--- src/rtl/pwm_glob_pkg.sv ---
package pwm_glob_pkg;

    localparam int OFF_MODE  = 'h00;
    localparam int OFF_ENA   = 'h04;
    localparam int OFF_DIS   = 'h08;
    localparam int OFF_STAT  = 'h0C;
    localparam int OFF_IEN   = 'h10;
    localparam int OFF_IDIS  = 'h14;
    localparam int OFF_IMASK = 'h18;
    localparam int OFF_ISR   = 'h1C;

    typedef enum logic [3:0] {
        SEL_NONE,
        SEL_MODE,
        SEL_ENA,
        SEL_DIS,
        SEL_STAT,
        SEL_IEN,
        SEL_IDIS,
        SEL_IMASK,
        SEL_ISR
    } reg_sel_e;

endpackage

--- src/rtl/pwm_glob_decode.sv ---
module pwm_glob_decode
    import pwm_glob_pkg::*;
#(
    parameter int ADDR_W = 8
) (
    input  logic [ADDR_W-1:0] addr,
    output reg_sel_e          sel
);

    always_comb begin
        if      (addr == ADDR_W'(OFF_MODE))  sel = SEL_MODE;
        else if (addr == ADDR_W'(OFF_ENA))   sel = SEL_ENA;
        else if (addr == ADDR_W'(OFF_DIS))   sel = SEL_DIS;
        else if (addr == ADDR_W'(OFF_STAT))  sel = SEL_STAT;
        else if (addr == ADDR_W'(OFF_IEN))   sel = SEL_IEN;
        else if (addr == ADDR_W'(OFF_IDIS))  sel = SEL_IDIS;
        else if (addr == ADDR_W'(OFF_IMASK)) sel = SEL_IMASK;
        else if (addr == ADDR_W'(OFF_ISR))   sel = SEL_ISR;
        else                                 sel = SEL_NONE;
    end

endmodule

--- src/rtl/pwm_glob_setclr.sv ---
module pwm_glob_setclr #(
    parameter int W = 4
) (
    input  logic         clk,
    input  logic         rst_n,
    input  logic         set_stb,
    input  logic         clr_stb,
    input  logic [W-1:0] bits,
    output logic [W-1:0] q
);

    logic [W-1:0] q_next;

    always_comb begin
        q_next = q;
        if (set_stb) q_next = q_next | bits;
        if (clr_stb) q_next = q_next & ~bits;
    end

    always_ff @(posedge clk) begin
        if (!rst_n) q <= '0;
        else        q <= q_next;
    end

endmodule

--- src/rtl/pwm_glob_pending.sv ---
module pwm_glob_pending #(
    parameter int W = 4
) (
    input  logic         clk,
    input  logic         rst_n,
    input  logic         ack_stb,
    input  logic [W-1:0] events,
    output logic [W-1:0] q
);

    logic [W-1:0] keep;

    always_comb keep = ack_stb ? '0 : q;

    always_ff @(posedge clk) begin
        if (!rst_n) q <= '0;
        else        q <= keep | events;
    end

endmodule

--- src/rtl/pwm_glob_regs.sv ---
module pwm_glob_regs
    import pwm_glob_pkg::*;
#(
    parameter int NUM_CH = 4,
    parameter int ADDR_W = 8,
    parameter int DATA_W = 32
) (
    input  logic              clk,
    input  logic              rst_n,
    input  logic [ADDR_W-1:0] bus_addr,
    input  logic              bus_wr,
    input  logic              bus_rd,
    input  logic [DATA_W-1:0] bus_wdata,
    output logic [DATA_W-1:0] bus_rdata,
    input  logic [NUM_CH-1:0] period_end,
    output logic [NUM_CH-1:0] ch_enable,
    output logic              irq
);

    reg_sel_e          sel;
    logic              rd_eff;
    logic              ena_stb, dis_stb, ien_stb, idis_stb, mode_stb, ack_stb;
    logic [NUM_CH-1:0] ch_bits;
    logic [NUM_CH-1:0] mask_q;
    logic [NUM_CH-1:0] pend_q;
    logic [DATA_W-1:0] mode_q;
    logic [DATA_W-1:0] rd_mux;

    function automatic logic [DATA_W-1:0] widen(input logic [NUM_CH-1:0] v);
        logic [DATA_W-1:0] r;
        r = '0;
        r[NUM_CH-1:0] = v;
        return r;
    endfunction

    assign ch_bits = bus_wdata[NUM_CH-1:0];
    assign rd_eff  = bus_rd && !bus_wr;

    pwm_glob_decode #(.ADDR_W(ADDR_W)) u_dec (
        .addr (bus_addr),
        .sel  (sel)
    );

    always_comb begin
        ena_stb  = 1'b0;
        dis_stb  = 1'b0;
        ien_stb  = 1'b0;
        idis_stb = 1'b0;
        mode_stb = 1'b0;
        ack_stb  = 1'b0;
        rd_mux   = '0;
        unique case (sel)
            SEL_MODE:  begin mode_stb = bus_wr; rd_mux = mode_q;           end
            SEL_ENA:   ena_stb  = bus_wr;
            SEL_DIS:   dis_stb  = bus_wr;
            SEL_STAT:  rd_mux   = widen(ch_enable);
            SEL_IEN:   ien_stb  = bus_wr;
            SEL_IDIS:  idis_stb = bus_wr;
            SEL_IMASK: rd_mux   = widen(mask_q);
            SEL_ISR:   begin ack_stb = rd_eff; rd_mux = widen(pend_q);    end
            SEL_NONE:  rd_mux   = '0;
            default:   rd_mux   = '0;
        endcase
    end

    pwm_glob_setclr #(.W(NUM_CH)) u_enable (
        .clk     (clk),
        .rst_n   (rst_n),
        .set_stb (ena_stb),
        .clr_stb (dis_stb),
        .bits    (ch_bits),
        .q       (ch_enable)
    );

    pwm_glob_setclr #(.W(NUM_CH)) u_mask (
        .clk     (clk),
        .rst_n   (rst_n),
        .set_stb (ien_stb),
        .clr_stb (idis_stb),
        .bits    (ch_bits),
        .q       (mask_q)
    );

    pwm_glob_pending #(.W(NUM_CH)) u_pend (
        .clk     (clk),
        .rst_n   (rst_n),
        .ack_stb (ack_stb),
        .events  (period_end),
        .q       (pend_q)
    );

    always_ff @(posedge clk) begin
        if (!rst_n) begin
            mode_q    <= '0;
            bus_rdata <= '0;
        end else begin
            if (mode_stb) mode_q    <= bus_wdata;
            if (rd_eff)   bus_rdata <= rd_mux;
        end
    end

    assign irq = |(pend_q & mask_q);

endmodule

--- config.mk ---
export PLATFORM = sky130hd
export DESIGN_NAME = pwm_glob_regs
export DESIGN_NICKNAME = d
export VERILOG_FILES = /design/src/rtl/pwm_glob_pkg.sv /design/src/rtl/pwm_glob_decode.sv /design/src/rtl/pwm_glob_setclr.sv /design/src/rtl/pwm_glob_pending.sv /design/src/rtl/pwm_glob_regs.sv
export SDC_FILE = /design/constraint.sdc
export NUM_CORES = 1
export LEC_CHECK = 0
export ABC_AREA = 0
export BUFFER_PORTS_ARGS = -buffer_cell sky130_fd_sc_hd__buf_4
export CAP_MARGIN = 15
export CORE_MARGIN = 4
export CORE_UTILIZATION = 35
export DETAILED_ROUTE_END_ITERATION = 8
export PLACE_DENSITY = 0.6
export SYNTH_ARGS = -nofsm -noshare
export SYNTH_HDL_FRONTEND = slang
export SYNTH_SLANG_ARGS = --single-unit
export TNS_END_PERCENT = 20
--- constraint.sdc ---
create_clock -name clk -period 1.5 [get_ports clk]
set_input_delay 0.15 -clock clk [delete_from_list [all_inputs] [get_ports clk]]
set_output_delay 0.15 -clock clk [all_outputs]
set_load 0.1 [all_outputs]
# After elaboration in Yosys (flattened, before gate mapping)
# Index checks and enable logic that the tools add are counted.
# classes
n_addsub	0
n_mul	0
n_div	0
magnitude_cmp	0
eq_ne	15
shifts	0
muxes	20
bitwise	7
n_reduce_logical	4
# ops
cell	n
$pmux W32 S4	1
$mux W4	13
$eq A8 B5 Y1 const B	4
$eq A4 B3 Y1 const B	4
$eq A8 B4 Y1 const B	2
$and A4 B4 Y4	3
$or A4 B4 Y4	3
$eq A4 B2 Y1 const B	2
$eq A8 B3 Y1 const B	1
$logic_not A8 Y1	1
$mux W1	6
$eq A4 B1 Y1 const B	1
$eq A4 B4 Y1 const B	1
$not A4 Y4	1
$reduce_or A4 Y1	1
$logic_and A1 B1 Y1	1
$logic_not A1 Y1	1
# word_totals
ff_bits	76
latch_bits	0
mem_bits_rw	0
romBits	0
inputBits	48
output_inout_bits	37
word_cells	51
n_memories	0

# Longest topological paths before layout
# depth
ltp_word	14
mapped_depth	6
depth_no_buf	4

# Modules after synthesis
# From an unflattened synthesis, not the netlist that was laid out.
# hier_totals
cells_unflattened	324
hier_area_um2	3036.7
# by_module_without_submodules
module	n_inst	cells_each	area_per_inst_um2
pwm_glob_regs	1	277	2568.7
pwm_glob_setclr	2	13	133.9
pwm_glob_pending	1	12	135.1
pwm_glob_decode	1	9	65.1

# Worst setup path before layout
# No wires, ideal clock.
# synth_path
path_type	input to register
start	input port bus_addr[1]
end	register mode_q[19]
setup_time_ns	0.118
t_arrival_ns	1.481
t_required_ns	1.382
setup_slack_ns	-0.099
stages	5
cell_sequence	or3_1 -> buf_6 -> nor4_4 -> buf_6 -> o21ai_1
# synth_via
elab_chain_len	11
word_cells_on_any_way	18
classes_between	eq/ne: 8; mux: 9; reduce/logical: 1
# synth_rtl
item	line	text
start: declaration	pwm_glob_regs.sv:10	input logic [ADDR_W-1:0] bus_addr,
$eq A8 B5 Y1	pwm_glob_decode.sv:18	else if (addr == ADDR_W'(OFF_ISR)) sel = SEL_ISR;
$mux W4	pwm_glob_decode.sv:18	
$mux W4	pwm_glob_decode.sv:17	else if (addr == ADDR_W'(OFF_IMASK)) sel = SEL_IMASK;
$mux W4	pwm_glob_decode.sv:16	else if (addr == ADDR_W'(OFF_IDIS)) sel = SEL_IDIS;
$mux W4	pwm_glob_decode.sv:15	else if (addr == ADDR_W'(OFF_IEN)) sel = SEL_IEN;
$mux W4	pwm_glob_decode.sv:14	else if (addr == ADDR_W'(OFF_STAT)) sel = SEL_STAT;
$mux W4	pwm_glob_decode.sv:13	else if (addr == ADDR_W'(OFF_DIS)) sel = SEL_DIS;
$mux W4	pwm_glob_decode.sv:12	else if (addr == ADDR_W'(OFF_ENA)) sel = SEL_ENA;
$mux W4 (*)	pwm_glob_decode.sv:11	if (addr == ADDR_W'(OFF_MODE)) sel = SEL_MODE;
$eq A4 B1 Y1 (*)	pwm_glob_regs.sv:52	unique case (sel)
$mux W1 (*)	pwm_glob_regs.sv:52	
end signal: assignment	pwm_glob_regs.sv:97	if (mode_stb) mode_q <= bus_wdata;
end: declaration	pwm_glob_regs.sv:26	logic [DATA_W-1:0] mode_q;
# Every way passes the cells marked *; elsewhere a longest branch is shown, timed or not.
# A chain may end at the register's enable or synchronous reset.

# Final worst setup path
# Ends and elaborated chain as after synthesis.

==> flow_summary.json <==
{
  "status": "completed",
  "cts.path.max_buffers": 2,
  "wire_per_inst_um": 14.5,
  "cts_max_level": 3,
  "top_layer_used": "met4",
  "first_pass_iters": 4,
  "grt_overflow": 0,
  "yosysWarnings": 0,
  "portBuffers": 84,
  "ir_worst_vdd_mv": 0.500,
  "layout_worst_path_cycle_share_pct": 91.8,
  "diodes": 0,
  "yosys.area.top_type": "dfxtp_1",
  "rows": 34,
  "hpwlAfterDp_mm": 5.38,
  "yosysMostFrequentCell": "dfxtp_1",
  "antenna_found_initial": 0,
  "numCtsBuffers": 9,
  "wl_met1_mm": 3.33,
  "crit_buf_inv": 3,
  "syn2layout_area_growth_pct": 32.4,
  "ys_top_cells_by_area": "dfxtp_1 49%, o21ai_2 7.9%, nand3_1 6.0%, a22oi_1 4.8%, nand2_1 4.4%",
  "min_period_ns": 1.38,
  "async_flop_share_pct": 0,
  "grt_max_degree": 69,
  "synthTopCellsByCount": "76 x dfxtp_1, 37 x nand3_1, 36 x nand2_1",
  "cts_resized": 0,
  "dieArea_um2": 10400,
  "p_per_area_nw_per_um2": 980,
  "setup_viol": 0,
  "final_cells": 526,
  "avgSynthCellArea_um2": 9.44,
  "core-area_um2": 8680,
  "crit_path_max_fanout": 34,
  "total_power_mw": 4.03,
  "crit_slowest_cell": "or3_1",
  "slew_headroom_pct": 74.6,
  "seq_area_frac_synth_pct": 49.0,
  "hold_violations": 0,
  "syn-instance-count": 329,
  "cp.required_ns": 1.78,
  "drv_cap": 0,
  "start_util_pct": 35.8,
  "postCtsHoldBufs": 0,
  "drtIter0Drc": 91,
  "fp.dieH_um": 102,
  "critical_path_class": "input pin to flip-flop",
  "synth_area_um2": 3110,
  "cp_cell_sequence": "buf_4, or3_1, buf_4, nor4_4, buf_12, nand3_1, o21ai_1",
  "wl_mm": 7.64,
  "num_vias": 2700,
  "viasPerCell": 5.13,
  "drive_above_1_share_pct": 39.2,
  "wl_met2_mm": 3.53,
  "worstSetupEndpointType": "flip-flop",
  "finalClockSkew_ns": 0.00811,
  "path_common_cell": "buf_4",
  "rsz0062_at_grt": "no",
  "synth-edff-count": 0,
  "drc": 0,
  "hold_path_class": "input pin to flip-flop",
  "fillers": 836,
  "synth_nets": 377,
  "cts_sinks": 76,
  "grt_usage_pct": 15.0,
  "fmax_ghz": 0.726,
  "leakagePower_nw": 1.60,
  "dr_wl_met3_um": 666,
  "clkTransAtPathRegs_ns": 0.08,
  "switching_share_pct": 21.3,
  "switchingPower_mw": 0.859,
  "nets": 462,
  "postRouteAntennaNets": 0,
  "start_kind": "input pin",
  "tritoncts": "built",
  "cpLargestDelayFamily": "simple AND/OR/NAND/NOR gates",
  "first_global_vias": 2518,
  "ys_seq_elements": 76,
  "clk_latency_ns": 0.34,
  "synthFlopType": "dfxtp_1",
  "cts_setup_buffers": 0,
  "tightestPinTransition_ns": 0.381,
  "gp_congestion": 0.802,
  "yosysUniqueCellTypes": 35,
  "crit_path_max_incr_delay_ns": 0.41,
  "fp.dieW_um": 102,
  "cp_data_arrival_time_ns": 1.66,
  "maxSlewViolCount": 0,
  "clock_power_share_pct": 43.0,
  "intPower_mw": 3.17,
  "placedCellCount": 511,
  "p_comb_share_pct": 6.6,
  "num_io_pins": 85,
  "grt_pass1_wl_mm": 12.3,
  "power_frac_seq_pct": 50.4,
  "whs_ns": 0.0182,
  "synth_top_area_share_pct": 49.0,
  "root_buffer": "clkbuf_8"
}
-- cell families (layout without fill, tap and decap cells) --
logic type / count (synthesis) / after routing / share of synthesized area, %
flip-flops: 76 / 76 / 49.0
multiplexers: 4 / 4 / 1.29
AND/OR/NAND/NOR: 122 / 122 / 18.9
buffers and inverters: 31 / 120 / 6.16
AO/OA/AOI/OAI: 96 / 96 / 24.6
-- metrics by stage --
step	setup slack, ns	util, %	setup TNS (ns)	instance area (um2)
2_1_floorplan	-0.0993	-	-4.99	3110
3_3_place_gp	-0.213	44.8	-11.98	3890
3_5_place_dp	-0.220	44.8	-13.02	3890
4_1_cts	0.132	47.4	0	4110
5_1_grt	0.0206	47.4	0	4110
6_report	0.123	47.4	0	4110
-- tightest hold or removal path: stages --
cell     delay [ns]
buf_4          0.08
a21oi_1        0.03
nor2_1         0.07
-- power groups by stage --
stage / registers, mW / logic [mW] / clock network, mW
floorplan: 2.08 / 0.113 / 0
global placement: 2.08 / 0.266 / 0
detailed placement: 2.08 / 0.268 / 0
CTS: 2.03 / 0.269 / 1.78
global route: 2.03 / 0.289 / 1.87
finish: 2.03 / 0.266 / 1.73
-- layout make-up --
| class | instances | area, um2 | area share (%) |
|---|---|---|---|
| clock buffer | 11 | 151 | 3.68 |
| clock inverter | 4 | 72.6 | 1.77 |
| inverter | 1 | 3.75 | 0.0913 |
| multi-input combinational | 222 | 1400 | 33.9 |
| sequential | 76 | 1520 | 37.0 |
| tap | 108 | 135 | 3.29 |
| timing repair buffer | 104 | 831 | 20.2 |
-- routing by layer --
| metal | global-route usage [%] | up-vias |
|---|---|---|
| li1 | - | 1349 |
| met1 | 19.6 | 1260 |
| met2 | 22.9 | 79 |
| met3 | 6.08 | 12 |
| met4 | 4.54 | 0 |
| met5 | 0 | - |
-- path summary, 6_finish.rpt --
path | cells past startpoint | startpoint | end | slack, ns
setup / recovery | 7 | bus_addr[1] | mode_q[19] | 0.12
hold / removal | 3 | period_end[2] | u_pend.q[2] | 0.02
setup reg to reg | 4 | mode_q[3] | bus_rdata[3] | 0.49
hold reg to reg | 2 | mode_q[8] | mode_q[8] | 0.46
-- cell usage in the layout (no fill, tap or decap), types with 4 or more instances in the layout --
| cell type | count |
|---|---|
| a211oi_1 | 4 |
| clkbuf_8 | 11 |
| nand2_1 | 36 |
| a21oi_1 | 9 |
| buf_12 | 4 |
| mux2i_1 | 4 |
| nor2_1 | 31 |
| a22oi_2 | 10 |
| dfxtp_1 | 76 |
| o21ai_2 | 28 |
| buf_4 | 100 |
| a31oi_1 | 5 |
| nand3_1 | 37 |
| a22oi_1 | 20 |
| a311oi_1 | 4 |
| o21ai_0 | 7 |
Power figures use the tool's default switching activity.
